### src/rtl/psr_pkg.sv
package psr_pkg;
  localparam int PSR_W     = 32;
  localparam int MODE_W    = 5;
  localparam int NUM_SAVED = 5;
  localparam int FLAG_HI   = PSR_W - 1;
  localparam int FLAG_LO   = PSR_W - 4;
  localparam int IRQ_BIT   = 7;
  localparam int FIQ_BIT   = 6;

  localparam logic [PSR_W-1:0] IMPL_MASK = 32'hF000_00DF;

  localparam int BANK_FIQ = 0;
  localparam int BANK_IRQ = 1;
  localparam int BANK_SVC = 2;
  localparam int BANK_ABT = 3;
  localparam int BANK_UND = 4;

  localparam logic [MODE_W-1:0] M_USR26 = 5'b00000;
  localparam logic [MODE_W-1:0] M_FIQ26 = 5'b00001;
  localparam logic [MODE_W-1:0] M_IRQ26 = 5'b00010;
  localparam logic [MODE_W-1:0] M_SVC26 = 5'b00011;
  localparam logic [MODE_W-1:0] M_USR32 = 5'b10000;
  localparam logic [MODE_W-1:0] M_FIQ32 = 5'b10001;
  localparam logic [MODE_W-1:0] M_IRQ32 = 5'b10010;
  localparam logic [MODE_W-1:0] M_SVC32 = 5'b10011;
  localparam logic [MODE_W-1:0] M_ABT32 = 5'b10111;
  localparam logic [MODE_W-1:0] M_UND32 = 5'b11011;

  // Combine an incoming word with the word it replaces.
  function automatic logic [PSR_W-1:0] psr_merge(
    input logic [PSR_W-1:0] old_w,
    input logic [PSR_W-1:0] new_w,
    input logic             flags_only,
    input logic             mode_ok
  );
    logic [PSR_W-1:0] r;
    if (flags_only) begin
      r = old_w;
      r[FLAG_HI:FLAG_LO] = new_w[FLAG_HI:FLAG_LO];
    end else begin
      r = new_w;
      if (!mode_ok) r[MODE_W-1:0] = old_w[MODE_W-1:0];
    end
    return r & IMPL_MASK;
  endfunction
endpackage

### src/rtl/psr_rst_sync.sv
module psr_rst_sync (
  input  logic clk,
  input  logic rst_n,
  output logic rst_n_sync
);
  logic [1:0] stage_q;

  always_ff @(posedge clk or negedge rst_n) begin
    if (!rst_n) stage_q <= 2'b00;
    else        stage_q <= {stage_q[0], 1'b1};
  end

  assign rst_n_sync = stage_q[1];
endmodule

### src/rtl/psr_mode_check.sv
module psr_mode_check
  import psr_pkg::*;
(
  input  logic [MODE_W-1:0] mode,
  output logic              legal
);
  always_comb begin
    unique case (mode)
      M_USR26, M_FIQ26, M_IRQ26, M_SVC26,
      M_USR32, M_FIQ32, M_IRQ32, M_SVC32,
      M_ABT32, M_UND32: legal = 1'b1;
      default:          legal = 1'b0;
    endcase
  end
endmodule

### src/rtl/psr_bank_decode.sv
module psr_bank_decode
  import psr_pkg::*;
(
  input  logic [MODE_W-1:0]    mode,
  output logic [NUM_SAVED-1:0] bank_oh
);
  always_comb begin
    bank_oh = '0;
    unique case (mode)
      M_FIQ26, M_FIQ32: bank_oh[BANK_FIQ] = 1'b1;
      M_IRQ26, M_IRQ32: bank_oh[BANK_IRQ] = 1'b1;
      M_SVC26, M_SVC32: bank_oh[BANK_SVC] = 1'b1;
      M_ABT32:          bank_oh[BANK_ABT] = 1'b1;
      M_UND32:          bank_oh[BANK_UND] = 1'b1;
      default:          bank_oh = '0;
    endcase
  end
endmodule

### src/rtl/psr_saved_bank.sv
module psr_saved_bank
  import psr_pkg::*;
#(
  parameter int WORD_W  = PSR_W,
  parameter int ENTRIES = NUM_SAVED
) (
  input  logic              clk,
  input  logic              rst_n,
  input  logic [ENTRIES-1:0] we,
  input  logic [WORD_W-1:0]  wdata,
  output logic [WORD_W-1:0]  words [ENTRIES]
);
  for (genvar g = 0; g < ENTRIES; g++) begin : g_entry
    logic [WORD_W-1:0] word_q;
    logic [WORD_W-1:0] word_d;

    always_comb begin
      word_d = word_q;
      if (we[g]) word_d = wdata;
    end

    always_ff @(posedge clk or negedge rst_n) begin
      if (!rst_n)     word_q <= '0;
      else if (we[g]) word_q <= word_d;
    end

    assign words[g] = word_q;
  end

  AST_ONE_BANK_WRITE: assert property (@(posedge clk) disable iff (!rst_n)
    $onehot0(we));
endmodule

### src/rtl/psr_bank.sv
module psr_bank
  import psr_pkg::*;
#(
  parameter logic [MODE_W-1:0] RESET_MODE = M_SVC32
) (
  input  logic              clk,
  input  logic              rst_n,
  input  logic              wr_en,
  input  logic              wr_sel_saved,
  input  logic [PSR_W-1:0]  wr_data,
  input  logic              rd_sel_saved,
  output logic [PSR_W-1:0]  rd_data,
  input  logic              exc_en,
  input  logic [MODE_W-1:0] exc_mode,
  output logic [MODE_W-1:0] cur_mode,
  output logic [3:0]        flags,
  output logic              irq_mask,
  output logic              fiq_mask
);
  localparam logic [PSR_W-1:0] RESET_WORD =
    (PSR_W'(1) << IRQ_BIT) | (PSR_W'(1) << FIQ_BIT) | PSR_W'(RESET_MODE);

  logic                 rst_n_s;
  logic [PSR_W-1:0]     cur_q;
  logic [PSR_W-1:0]     cur_d;
  logic                 cur_en;
  logic [NUM_SAVED-1:0] cur_bank_oh;
  logic [NUM_SAVED-1:0] tgt_bank_oh;
  logic                 cur_mode_ok;
  logic                 wr_mode_ok;
  logic                 cur_priv;
  logic                 exc_go;
  logic [PSR_W-1:0]     saved_words [NUM_SAVED];
  logic [PSR_W-1:0]     saved_sel;
  logic [NUM_SAVED-1:0] bank_we;
  logic [PSR_W-1:0]     bank_wdata;
  logic                 wr_cur;
  logic                 wr_sav;

  psr_rst_sync i_rst_sync (.clk(clk), .rst_n(rst_n), .rst_n_sync(rst_n_s));

  psr_mode_check  i_cur_chk (.mode(cur_q[MODE_W-1:0]),   .legal(cur_mode_ok));
  psr_mode_check  i_wr_chk  (.mode(wr_data[MODE_W-1:0]), .legal(wr_mode_ok));
  psr_bank_decode i_cur_dec (.mode(cur_q[MODE_W-1:0]),   .bank_oh(cur_bank_oh));
  psr_bank_decode i_tgt_dec (.mode(exc_mode),            .bank_oh(tgt_bank_oh));

  assign cur_priv = |cur_bank_oh;
  assign exc_go   = exc_en & (|tgt_bank_oh);
  assign wr_cur   = wr_en & ~wr_sel_saved & ~exc_go;
  assign wr_sav   = wr_en &  wr_sel_saved & ~exc_go;

  // Saved word of the current mode; zero in user mode.
  always_comb begin
    saved_sel = '0;
    for (int i = 0; i < NUM_SAVED; i++) begin
      if (cur_bank_oh[i]) saved_sel = saved_sel | saved_words[i];
    end
  end

  // Live word next state.
  always_comb begin
    cur_d  = cur_q;
    cur_en = 1'b0;
    if (exc_go) begin
      cur_en               = 1'b1;
      cur_d[MODE_W-1:0]    = exc_mode;
      cur_d[IRQ_BIT]       = 1'b1;
      if (tgt_bank_oh[BANK_FIQ]) cur_d[FIQ_BIT] = 1'b1;
      cur_d                = cur_d & IMPL_MASK;
    end else if (wr_cur) begin
      cur_en = 1'b1;
      cur_d  = psr_merge(cur_q, wr_data, ~cur_priv, wr_mode_ok);
    end
  end

  always_ff @(posedge clk or negedge rst_n_s) begin
    if (!rst_n_s)    cur_q <= RESET_WORD;
    else if (cur_en) cur_q <= cur_d;
  end

  // Saved bank write steering.
  always_comb begin
    bank_we    = '0;
    bank_wdata = psr_merge(saved_sel, wr_data, 1'b0, wr_mode_ok);
    if (exc_go) begin
      bank_we    = tgt_bank_oh;
      bank_wdata = cur_q;
    end else if (wr_sav) begin
      bank_we    = cur_bank_oh;
    end
  end

  psr_saved_bank #(.WORD_W(PSR_W), .ENTRIES(NUM_SAVED)) i_saved (
    .clk   (clk),
    .rst_n (rst_n_s),
    .we    (bank_we),
    .wdata (bank_wdata),
    .words (saved_words)
  );

  assign rd_data  = rd_sel_saved ? saved_sel : cur_q;
  assign cur_mode = cur_q[MODE_W-1:0];
  assign flags    = cur_q[FLAG_HI:FLAG_LO];
  assign irq_mask = cur_q[IRQ_BIT];
  assign fiq_mask = cur_q[FIQ_BIT];

  AST_MODE_LEGAL: assert property (@(posedge clk) disable iff (!rst_n_s)
    cur_mode_ok);

  AST_WRITE_TAKES_FLAGS: assert property (@(posedge clk) disable iff (!rst_n_s)
    (wr_en && !wr_sel_saved && !exc_en) |=> (flags == $past(wr_data[FLAG_HI:FLAG_LO])));

  AST_USER_KEEPS_LOW: assert property (@(posedge clk) disable iff (!rst_n_s)
    (!cur_priv && !exc_go) |=> (cur_q[7:0] == $past(cur_q[7:0])));

  AST_USER_SAVED_ZERO: assert property (@(posedge clk) disable iff (!rst_n_s)
    (cur_mode[3:0] == 4'b0000 && rd_sel_saved) |-> (rd_data == '0));

  AST_EXC_MASKS_IRQ: assert property (@(posedge clk) disable iff (!rst_n_s)
    exc_go |=> (irq_mask && cur_mode == $past(exc_mode)));

  AST_EXC_SNAPSHOT: assert property (@(posedge clk) disable iff (!rst_n_s)
    exc_go |=> (saved_sel == $past(cur_q)));

  AST_BAD_EXC_IGNORED: assert property (@(posedge clk) disable iff (!rst_n_s)
    (exc_en && !exc_go && !wr_en) |=> $stable(cur_q));

  AST_EXC_BEATS_WRITE: assert property (@(posedge clk) disable iff (!rst_n_s)
    (exc_go && wr_en) |=> (flags == $past(flags)));
endmodule

### config.mk
export PLATFORM = sky130hd
export DESIGN_NAME = psr_bank
export DESIGN_NICKNAME = d
export VERILOG_FILES = /design/src/rtl/psr_pkg.sv /design/src/rtl/psr_rst_sync.sv /design/src/rtl/psr_mode_check.sv /design/src/rtl/psr_bank_decode.sv /design/src/rtl/psr_saved_bank.sv /design/src/rtl/psr_bank.sv
export SDC_FILE = /design/constraint.sdc
export NUM_CORES = 1
export LEC_CHECK = 0
export CAP_MARGIN = 20
export CORE_UTILIZATION = 35
export CTS_CLUSTER_SIZE = 25
export DETAILED_ROUTE_END_ITERATION = 10
export SLEW_MARGIN = 20
export SYNTH_ARGS = -nofsm -noshare
export SYNTH_HDL_FRONTEND = slang
export SYNTH_SLANG_ARGS = --single-unit
export TNS_END_PERCENT = 1
### constraint.sdc
create_clock -name clk -period 3.7 [get_ports clk]
set_clock_uncertainty 0.05 [all_clocks]
set_input_delay 0.74 -clock clk [delete_from_list [all_inputs] [get_ports clk]]
set_output_delay 0.74 -clock clk [all_outputs]
set_load 0.01 [all_outputs]
Yosys cells after proc, flatten, opt, wreduce, memory -nomap -nowiden

Memories as Yosys holds them, arrays and structs flattened.
Cells that the tools add are included.

Equal/unequal tests: 17
Mux-type cells: 27
Bitwise logic cells: 11
Reduce and logical (&&, ||, !) cells: 16

Operators by type and width:

| cell                                                                  | count |
|---|---|
| 32-bit two-way mux                                                    | 7 |
| 32-bit bitwise OR                                                     | 4 |
| 28-bit two-way mux                                                    | 2 |
| 5-bit equality test, second input constant                            | 10 |
| 5-bit by 2-bit equality test with 1-bit output, second input constant | 4 |
| 5-bit two-way mux                                                     | 4 |
| 1-bit two-way mux                                                     | 13 |
| 2-bit OR reduction                                                    | 6 |
| 5-bit by 1-bit equality test with 1-bit output, second input constant | 2 |
| 5-bit OR reduction                                                    | 2 |
| 8-bit two-way mux                                                     | 1 |
| 4-bit AND reduction                                                   | 2 |
| 3-bit AND reduction                                                   | 2 |
| 2-bit nonzero test                                                    | 3 |
| 1-bit bitwise AND                                                     | 5 |
| 2-bit != test, second input constant                                  | 1 |
| 1-bit NOT                                                             | 2 |
| 2-bit AND reduction                                                   | 1 |

Bits in registers: 194
Bits in read-only memories: 32
Input port bits: 43
Output and inout port bits: 43
Logic and storage cells: 83
Memories kept: 1

Memory list:

| memory          | words | width | rd ports | clocked after memory_dff | write ports | RTL line            | text |
|---|---|---|---|---|---|---|---|
| (no name shown) | 32    | 1     | 1        | 0                        | 0           | psr_mode_check.sv:8 | `unique case (mode)` |

Depth between registers and ports, before layout

Gate-level depths: netlist (run 1).

Depth after elaboration: 14
Gate-level depth with buffers: 7
Mapped depth without buffers: 5

Modules after synthesis

Synthesis (run 1) repeated with hierarchy kept, for this count alone.

Cell total of the unflattened synthesis: 590
Area, all modules: 8693.3 µm²

By module, submodules not included:

| module          | instances | cells an instance | area an instance (µm²) | seq. area each (µm²) |
|---|---|---|---|---|
| psr_saved_bank  | 1         | 340               | 6725.2                 | 4003.8 |
| psr_bank        | 1         | 229               | 1766.7                 | 281.5 |
| psr_bank_decode | 2         | 7                 | 61.3                   | 0.0 |
| psr_rst_sync    | 1         | 3                 | 53.8                   | 50.0 |
| psr_mode_check  | 1         | 4                 | 25.0                   | 0.0 |

Worst setup path before layout (run 1)

No wires, ideal clock.

Path type: reg2out
Start point: register cur_q[1]
End point: output port rd_data[28]
Data arrival time: 1848 ps
Data required time: 2910 ps
Path slack: 1062 ps
Cell stages (with the launch flop): 6
Path buffers: 2
Cells stage by stage: dfstp_2 > buf_2 > buf_1 > mux2_2 > a222oi_1 > a21oi_1

Longest elaborated chain between the ends: 13
Elaborated cells on any way between the ends: 26
Those cells by class: 8 x eq/ne; 11 x mux; 4 x bitwise; 3 x reduce/logical

Ends and longest elaborated chain:

| what                                                                                         | RTL line             | text |
|---|---|---|
| start, declared                                                                              | psr_bank.sv:24       | `logic [PSR_W-1:0] cur_q;` |
| start signal, assigned                                                                       | psr_bank.sv:78       | `else if (cur_en) cur_q <= cur_d;` |
| 5-bit by 1-bit equality test with 1-bit output / 5-bit equality test (equally long branches) | psr_bank_decode.sv:9 | `unique case (mode)` |
| 2-bit OR reduction                                                                           | psr_bank_decode.sv:9 |  |
| 1-bit two-way mux                                                                            | psr_bank_decode.sv:9 |  |
| 32-bit two-way mux                                                                           | psr_bank.sv:56       | `if (cur_bank_oh[i]) saved_sel = saved_sel \| saved_words[i];` |
| 32-bit bitwise OR                                                                            | psr_bank.sv:56       |  |
| 32-bit two-way mux                                                                           | psr_bank.sv:56       |  |
| 32-bit bitwise OR                                                                            | psr_bank.sv:56       |  |
| 32-bit two-way mux                                                                           | psr_bank.sv:56       |  |
| 32-bit bitwise OR                                                                            | psr_bank.sv:56       |  |
| 32-bit two-way mux                                                                           | psr_bank.sv:56       |  |
| 32-bit bitwise OR                                                                            | psr_bank.sv:56       |  |
| 32-bit two-way mux *                                                                         | psr_bank.sv:56       |  |
| 32-bit two-way mux *                                                                         | psr_bank.sv:101      | `assign rd_data = rd_sel_saved ? saved_sel : cur_q;` |
| end, declared                                                                                | psr_bank.sv:12       | `output logic [PSR_W-1:0] rd_data,` |

Every way passes the cells marked *; elsewhere a longest branch is shown, timed or not.

Final worst setup path (run 1)

Start point: register cur_q[1]
End point: output port rd_data[4]

The elaborated chain is that of the path after synthesis.

==> impl_results.md, run 1 <==
- Outcome: finished clean
- Htree depth: 3
- Count of final setup violators: 0
- Synth Area in Compound Gates: 13.0%
- Worst hold path class: register to register
- Slowest CP cell: dfstp_2
- R2R depth: 5
- Worst Setup EP: rd_data[4]
- Part of the Yosys area used for sequential elements: 46.9%
- Synth cell types: 39
- Residual DRC: 0
- WP depth: 5
- Hold buffer count at CTS: 0
- Initial DRC count: 142
- # diodes: 0
- VDD IR max: 254 µV
- WP buf/inv: 2
- Worst reg2reg endpoint: i_saved.g_entry[1].word_q[4]
- Slew @ Worst Pin: 0.970 ns
- Total CTS buffers: 9
- Filler Cell Count: 951
- Non-filler cells, final: 494
- Area growth, synth to finish: 20.7%
- Area of the multi-input gates: 1740 µm²
- Synth Area in XOR/XNOR: 0%
- ANT nets after route: 0
- Share of cells above drive strength 1: 25.5%
- Final Cell Area: 4390 µm²
- Hold path cells: 0
- Mux cell area share after synthesis: 24.6%
- DP Cell Count: 478
- Clock tree buffer depth: 2
- Drt via density: 5.27
- FF-to-FF setup slack: 1.30 ns
- Nets: 399
- Leak: 1.85 nW
- First-pass GRT wire length: 14.3 mm
- Total wire length: 8.87 mm
- CTS root buf: clkbuf_8
- Final min period: 3.52 ns
- Syn. warnings: 0
- Post-DP Area: 4210 µm²
- CP required: 2.91 ns
- HP Start: i_rst_sync.stage_q[0]
- Prevailing post-synth register cell: dfrtp_1
- Worst skew pair latency: 0.35 ns
- Post-Synthesis Cell Area: 3640 µm²
- Total GRT Usage: 17.4%
- Max_cap viols: 0
- Critical path type: register to output port
- Via count: 2604
- RSZ-0062 raised after global routing: no
- Number of cell rows: 36
- Clock sink total: 68
- Sequential cell area: 1710 µm²
- Largest net degree at the start of global routing: 44
- Vias in the first global route: 2511
- Final HPWL DP: 6.07 mm
- Post-CTS sizing: 0
- Die area: 10800 µm²
- First-pass DRT Iterations: 5
- Largest delay share family, worst path: buffers and inverters
- Synth Area per Inst: 12.1 µm²
- Core area: 9910 µm²
- CP peak stage delay: 0.69 ns
- Critical path peak fanout: 9
- Worst-path clk slew: 0.08 ns
- Initial antenna violation count: 0
- FF+latch count, synth: 68
- Port bufs: 43
- CTS tree: done
- Placer Congestion: 0.756
- Reg2reg start: cur_q[1]
- CP cell instances: buf_4 > mux2_2 > a222oi_1 > a21oi_1 > clkdlybuf4s50_1
- Startpoint Class: register
- EDFF count, synth: 0
- Count of final hold-check violations: 0
- Setup bufs post-CTS: 0
- Max Slew Vio Count: 0
- Post-synthesis adder-cell area fraction: 0.275%
- CP endpoint kind: output port
- Starting Density: 36.7%
- Critical path arrival: 2.73 ns
- Combinational family with the most area after synthesis: multiplexers
- Rel. slew slack: 35.3%
- Synth async-reset ratio: 100%
- Final setup TNS: 0 ns
- Finished Core Util: 44.3%
- Tcrit/Tclk final: 95.2%
- Power density cells: 644 nW/µm²
- WL per Instance: 18.0 µm
- Chip Height: 104 µm
- Fmax: 0.284 GHz
- Ports: 86
- Syn Inst Count: 302
- Die W: 104 µm
- Gr ovfl total: 0
- Synth Area in Simple Gates: 7.70%
- Critical Path Source: cur_q[1]
[Yosys cell counts (all sizes together), types with 4 or more instances]
master	number	area share, %
mux2	76	24
dfrtp	63	43
buf	36	6.6
nor2	23	2.4
a21oi	18	2.5
a222oi	11	3.0
a22o	11	2.6
nand2	8	0.83
a221oi	5	2.1
clkbuf	5	0.52
dfstp	5	3.6
mux2i	4	1.1
nor3	4	0.55
[routing by layer]
layer | vias up | GRT usage [%] | part of all wire (%)
li1 | 1200 | - | -
met1 | 1308 | 24.0 | 47
met2 | 81 | 27.2 | 47
met3 | 15 | 2.94 | 4.4
met4 | 0 | 7.04 | 1.9
met5 | - | 0 | 0
[flip-flops by register name (all words and copies together) (netlist names)]
name	cells
i_saved.g_entry.word_q	55
cur_q	11
i_rst_sync.stage_q	2
[through the flow]
stage                     setup WS (ns)  power, mW  hold slack (ns)
after floorplan                    1.06       1.89            0.281
after global placement            0.503       2.22            0.289
final                             0.178       2.83            0.308
after CTS                         0.112       2.86            0.310
after detailed placement          0.504       2.26            0.293
after global routing             0.0453       3.01            0.323
[cells by family after synthesis]
logic type      Yosys count
simple gates             53
flops                    68
buf+inv                  42
compound gates           56
fa+ha+maj                 1
mux                      80
other cells               2
[power by group]
part | internal, mW | switching (mW)
clock network | 0.308 | 0.286
registers | 1.06 | 0.184
logic | 0.560 | 0.427
[worst min path at each step]
stage | endpoint | slack [ns]
2_1_floorplan | i_rst_sync.stage_q[1] | 0.28
3_3_place_gp | i_rst_sync.stage_q[1] | 0.29
3_5_place_dp | i_rst_sync.stage_q[1] | 0.29
4_1_cts | i_rst_sync.stage_q[1] | 0.31
5_1_grt | i_rst_sync.stage_q[1] | 0.32
6_report | i_rst_sync.stage_q[1] | 0.31
[layout make-up]
class	instances	area share, %
clock buffer	11	2.99
timing repair buffer	64	13.4
inverter	1	0.0854
multi-input combinational	212	39.7
sequential	68	38.9
clock inverter	5	1.20
tap	133	3.79
[cell usage in the layout (no fill, tap or decap), types with 8 or more instances in the layout]
cell type | synthesis | layout
dfrtp_1 | 63 | 62
buf_4 | 25 | 21
clkdlybuf4s50_1 | 0 | 43
nor2_1 | 23 | 23
nand2_1 | 8 | 8
conb_1 | 2 | 22
a222oi_1 | 11 | 11
mux2_1 | 35 | 35
a22o_1 | 11 | 11
clkbuf_8 | 0 | 9
mux2_2 | 41 | 41
a21oi_1 | 18 | 18
Power figures use the tool's default switching activity.
==> run 2, diff against run 1 <==
CORE_MARGIN = 2   (was unset)
CORE_UTILIZATION = 45   (was 35)
PLACE_DENSITY = 0.73   (was unset)
==> impl_results.md, run 2 (synthesis gave the netlist of run 1 again) <==
- Outcome: finished clean
- Reg power frac: 43.9%
- CTS tree: done
- Share of cells above drive strength 1: 25.1%
- Sw Ratio: 31.0%
- Critical path peak fanout: 21
- Internal power: 1.99 mW
- Setup bufs post-CTS: 0
- Max reg flops: 55
- HP Start: i_rst_sync.stage_q[0]
- Worst hold path class: register to register
- Non-filler cells, final: 456
- Final Power: 2.88 mW
- DP Cell Count: 440
- RSZ-0062 raised after global routing: no
- Critical path type: register to output port
- WL per Instance: 18.4 µm
- Final setup margin: 0.171 ns
- Slowest CP cell: dfstp_2
- CP peak stage delay: 0.85 ns
- Critical path arrival: 2.74 ns
- Starting Density: 46.9%
- Power density cells: 660 nW/µm²
- CP cell instances: mux2_2 > a222oi_1 > a21oi_1 > clkdlybuf4s50_1
- Pre-CTS WS: 0.415 ns
- CTS root buf: clkbuf_8
- CP required: 2.91 ns
- Drt via density: 5.70
- Fmax: 0.283 GHz
- ANT nets after route: 0
- Hold buffer count at CTS: 0
- VDD IR max: 331 µV
- Count of final setup violators: 0
- Placer Congestion: 0.850
- Finished Core Util: 56.2%
- Clock sink total: 68
- Number of cell rows: 32
- Core area: 7770 µm²
- WP buf/inv: 1
- Total CTS buffers: 9
- Total GRT Usage: 20.4%
- Rel. slew slack: 38.6%
- Slew @ Worst Pin: 0.920 ns
- Ports: 86
- Leak: 1.85 nW
- Tcrit/Tclk final: 95.4%
- Total wire length: 8.37 mm
- Clock power frac: 23.0%
- Residual DRC: 0
- First-pass DRT Iterations: 5
- Commonest non-fill, non-tap cell in the layout: dfrtp_1
- Via count: 2597
- Area of the multi-input gates: 1750 µm²
- Filler Cell Count: 652
- Post-DP Area: 4140 µm²
- Max_cap viols: 0
- Startpoint Class: register
- Area growth, synth to finish: 19.9%
- # diodes: 0
- Worst skew pair latency: 0.34 ns
- Vias in the first global route: 2558
- Post-CTS sizing: 0
- Chip Height: 93.9 µm
- Worst-path clk slew: 0.08 ns
- Final hold slack: 0.308 ns
- Sequential cell area: 1710 µm²
- Count of final hold-check violations: 0
- Most frequent cells in the layout: dfrtp_1 (62), clkdlybuf4s50_1 (43), mux2_2 (41)
- Initial DRC count: 322
- Final min period: 3.53 ns
- Htree depth: 3
- Final Cell Area: 4360 µm²
- Max Slew Vio Count: 0
- Net Switching: 0.894 mW
- Initial antenna violation count: 0
- Logic pwr share: 33.0%
- Nets: 392
- Register bank with the most flops: i_saved.g_entry.word_q
- Die W: 93.9 µm
- Largest delay share family, worst path: flip-flops
- Die area: 8820 µm²
- Reg2reg start: cur_q[3]
- Critical Path Source: cur_q[1]
- First-pass GRT wire length: 13.5 mm
- Largest net degree at the start of global routing: 43
- CP endpoint kind: output port
- Final HPWL DP: 5.50 mm
- Gr ovfl total: 0
- Clock tree buffer depth: 2
- Largest registers: i_saved.g_entry.word_q: 55 flops, cur_q: 11 flops, i_rst_sync.stage_q: 2 flops
- Final setup TNS: 0 ns
- Port bufs: 43
run 2: cell types whose count changed in the layout (fill, tap and decap cells not counted):
cell       change
nor2b_1        -2
buf_12         +2
clkinv_4       +1
clkbuf_1       -2
nor2b_2        +2
bufinv_16      +1
buf_4          -9
run 2: power by group through the flow:
stage | Combinational [mW] | Sequential, mW | Clock (mW)
3_3_place_gp | 0.931 | 1.26 | 0
2_1_floorplan | 0.674 | 1.21 | 0
6_report | 0.951 | 1.27 | 0.664
3_5_place_dp | 0.950 | 1.28 | 0
5_1_grt | 1.04 | 1.31 | 0.706
4_1_cts | 0.955 | 1.26 | 0.675
run 2: cell type report:
class / count / area share (%)
clock buffers: 9 / 2.84
clock inverters: 7 / 2.09
inverters: 1 / 0.0860
multi-input cells: 212 / 40.1
flip-flops and latches: 68 / 39.2
well taps: 102 / 2.92
repair buffers: 57 / 12.8
run 2: worst reg2reg max path: cells and delay by family (launching register included):
kind,cells,cell delay [ns]
buffers and inverters,2,0.37
muxes,1,0.33
and+or+nand+nor,2,0.66
AOI/OAI and AO/OA,1,0.46
DFF,1,0.44
run 2: path summary, 6_finish.rpt:
path / depth (start not counted) / to / slack, ns
min in group asynchronous: 0 / i_saved.g_entry[4].word_q[7] / 0.36
max reg2reg: 6 / i_saved.g_entry[0].word_q[28] / 1.28
min: 0 / i_rst_sync.stage_q[1] / 0.31
max in group asynchronous: 1 / cur_q[4] / 2.31
max: 4 / rd_data[2] / 0.17
min reg2reg: 0 / i_rst_sync.stage_q[1] / 0.31
run 2: per-layer routing:
| metal | global-route usage [%] | vias to the layer above | wire (µm) |
|---|---|---|---|
| met3 | 3.77 | 19 | 606 |
| met2 | 30.8 | 115 | 3710 |
| met4 | 7.85 | 0 | 204 |
| li1 | - | 1171 | - |
| met5 | 0 | - | 0 |
| met1 | 29.2 | 1292 | 3850 |
==> run 3, diff against run 2 <==
CELL_PAD_IN_SITES_DETAIL_PLACEMENT = 1   (was unset)
CELL_PAD_IN_SITES_GLOBAL_PLACEMENT = 1   (was unset)
CORE_UTILIZATION = 43   (was 45)
PLACE_DENSITY = unset   (was 0.73)
PLACE_DENSITY_LB_ADDON = 0.1   (was unset)
==> impl_results.md, run 3 (synthesis gave the netlist of run 1 again) <==
- Gr ovfl total: 0
- VDD IR max: 320 µV
- Drt via density: 5.68
- CP peak stage delay: 0.58 ns
- Residual DRC: 0
- Starting Density: 44.3%
- Worst-path clk slew: 0.08 ns
- Clock sink total: 68
- Critical path type: register to output port
- Final HPWL DP: 6.45 mm
- Core area: 8220 µm²
- Critical path peak fanout: 12
- Ports: 86
- Max Slew Vio Count: 0
- Rel. slew slack: 51.2%
- Post-DP Area: 4170 µm²
- Die W: 96 µm
- Largest registers: i_saved.g_entry.word_q: 55 flops, cur_q: 11 flops, i_rst_sync.stage_q: 2 flops
- Worst hold path class: register to asynchronous set/reset pin
- Number of cell rows: 33
- RSZ-0062 raised after global routing: no
- Total GRT Usage: 22.2%
- Vias in the first global route: 2668
- Critical path arrival: 2.73 ns
- FF-to-FF setup slack: 1.31 ns
- Max reg flops: 55
- Fmax: 0.284 GHz
- CP endpoint kind: output port
- Count of final hold-check violations: 0
- Initial DRC count: 144
- Setup bufs post-CTS: 0
- Via count: 2618
- Commonest non-fill, non-tap cell in the layout: dfrtp_1
- Filler Cell Count: 881
- Total wire length: 9.43 mm
- DP Cell Count: 446
- CTS tree: done
- Total CTS buffers: 9
- Max_cap viols: 0
- Largest net degree at the start of global routing: 46
- ANT nets after route: 0
- Leak: 1.84 nW
- Final Power: 2.85 mW
- CP cell instances: buf_4 > nor2_1 > and2_1 > a222oi_1 > a21oi_1 > clkdlybuf4s50_1
- Worst skew pair latency: 0.34 ns
- Pre-CTS WS: 0.344 ns
- Outcome: finished clean
- Register bank with the most flops: i_saved.g_entry.word_q
- Final setup TNS: 0 ns
- First-pass DRT Iterations: 5
- Non-filler cells, final: 461
- Final setup margin: 0.184 ns
- Most frequent cells in the layout: dfrtp_1 (62), clkdlybuf4s50_1 (43), mux2_2 (41)
- Slew @ Worst Pin: 0.729 ns
- WL per Instance: 20.5 µm
- Power density cells: 654 nW/µm²
- Area of the multi-input gates: 1750 µm²
- Final min period: 3.52 ns
- Final Cell Area: 4370 µm²
- Placer Congestion: 0.818
- Share of cells above drive strength 1: 25.0%
- Count of final setup violators: 0
- # diodes: 0
- First-pass GRT wire length: 14.9 mm
- Slowest CP cell: clkdlybuf4s50_1
- Startpoint Class: register
- Chip Height: 96 µm
- CTS root buf: clkbuf_8
- Nets: 395
- Port bufs: 43
- Clock tree buffer depth: 2
- Sequential cell area: 1710 µm²
- Tcrit/Tclk final: 95.0%
- Htree depth: 3
- Initial antenna violation count: 0
- Area growth, synth to finish: 20.0%
- CP required: 2.91 ns
- Die area: 9220 µm²
run 3: stage by stage:
| step | utilization, % | hold slack [ns] |
|---|---|---|
| 6_report | 53.2 | 0.185 |
| 5_1_grt | 53.2 | 0.224 |
| 4_1_cts | 53.1 | 0.207 |
| 3_5_place_dp | 50.8 | 0.200 |
| 3_3_place_gp | 50.8 | 0.198 |
| 2_1_floorplan | - | 0.281 |
run 3: path summary, 6_finish.rpt:
| path | to | start | depth (start not counted) |
|---|---|---|---|
| max | rd_data[4] | cur_q[3] | 6 |
| min | i_saved.g_entry[2].word_q[29] | i_rst_sync.stage_q[1] | 0 |
| max reg2reg | i_saved.g_entry[0].word_q[30] | cur_q[3] | 6 |
| min reg2reg | i_saved.g_entry[2].word_q[29] | i_rst_sync.stage_q[1] | 0 |
| max in group asynchronous | cur_q[0] | i_rst_sync.stage_q[1] | 1 |
| min in group clk | i_rst_sync.stage_q[1] | i_rst_sync.stage_q[0] | 0 |
run 3: critical path: cells and delay by family, from the launching register on:
kind / cells / cell delay [ns]
AO/OA/AOI/OAI: 2 / 0.54
AND/OR/NAND/NOR: 2 / 0.68
buffers and inverters: 2 / 0.76
flip-flops: 1 / 0.39
run 3: routing by layer:
layer / vias to the layer above / track usage [%] / routed length (µm)
met4: 0 / 6.90 / 82
li1: 1180 / - / -
met1: 1352 / 29.8 / 4160
met2: 79 / 36.0 / 4700
met5: - / 0 / 0
met3: 7 / 4.46 / 477
run 3: timing repair:
item                                    in CTS  in global routing
gates resized for setup                      0                  1
endpoints found under the setup margin       0                  1
hold buffers                                 0                  0
run 3: cell type report:
type	count	share of cell area, %
Clock buffer	11	3.24
Clock inverter	4	1.15
Inverter	1	0.0859
Multi-Input combinational cell	212	40.0
Sequential cell	68	39.2
Tap cell	105	3.01
Timing Repair Buffer	60	13.3
run 3: power by group:
| part | internal [mW] | switching [mW] | leakage [nW] |
|---|---|---|---|
| clock network | 0.325 | 0.282 | 0.0914 |
| registers | 1.07 | 0.196 | 0.823 |
| logic | 0.551 | 0.434 | 0.928 |
| total | 1.94 | 0.912 | 1.84 |
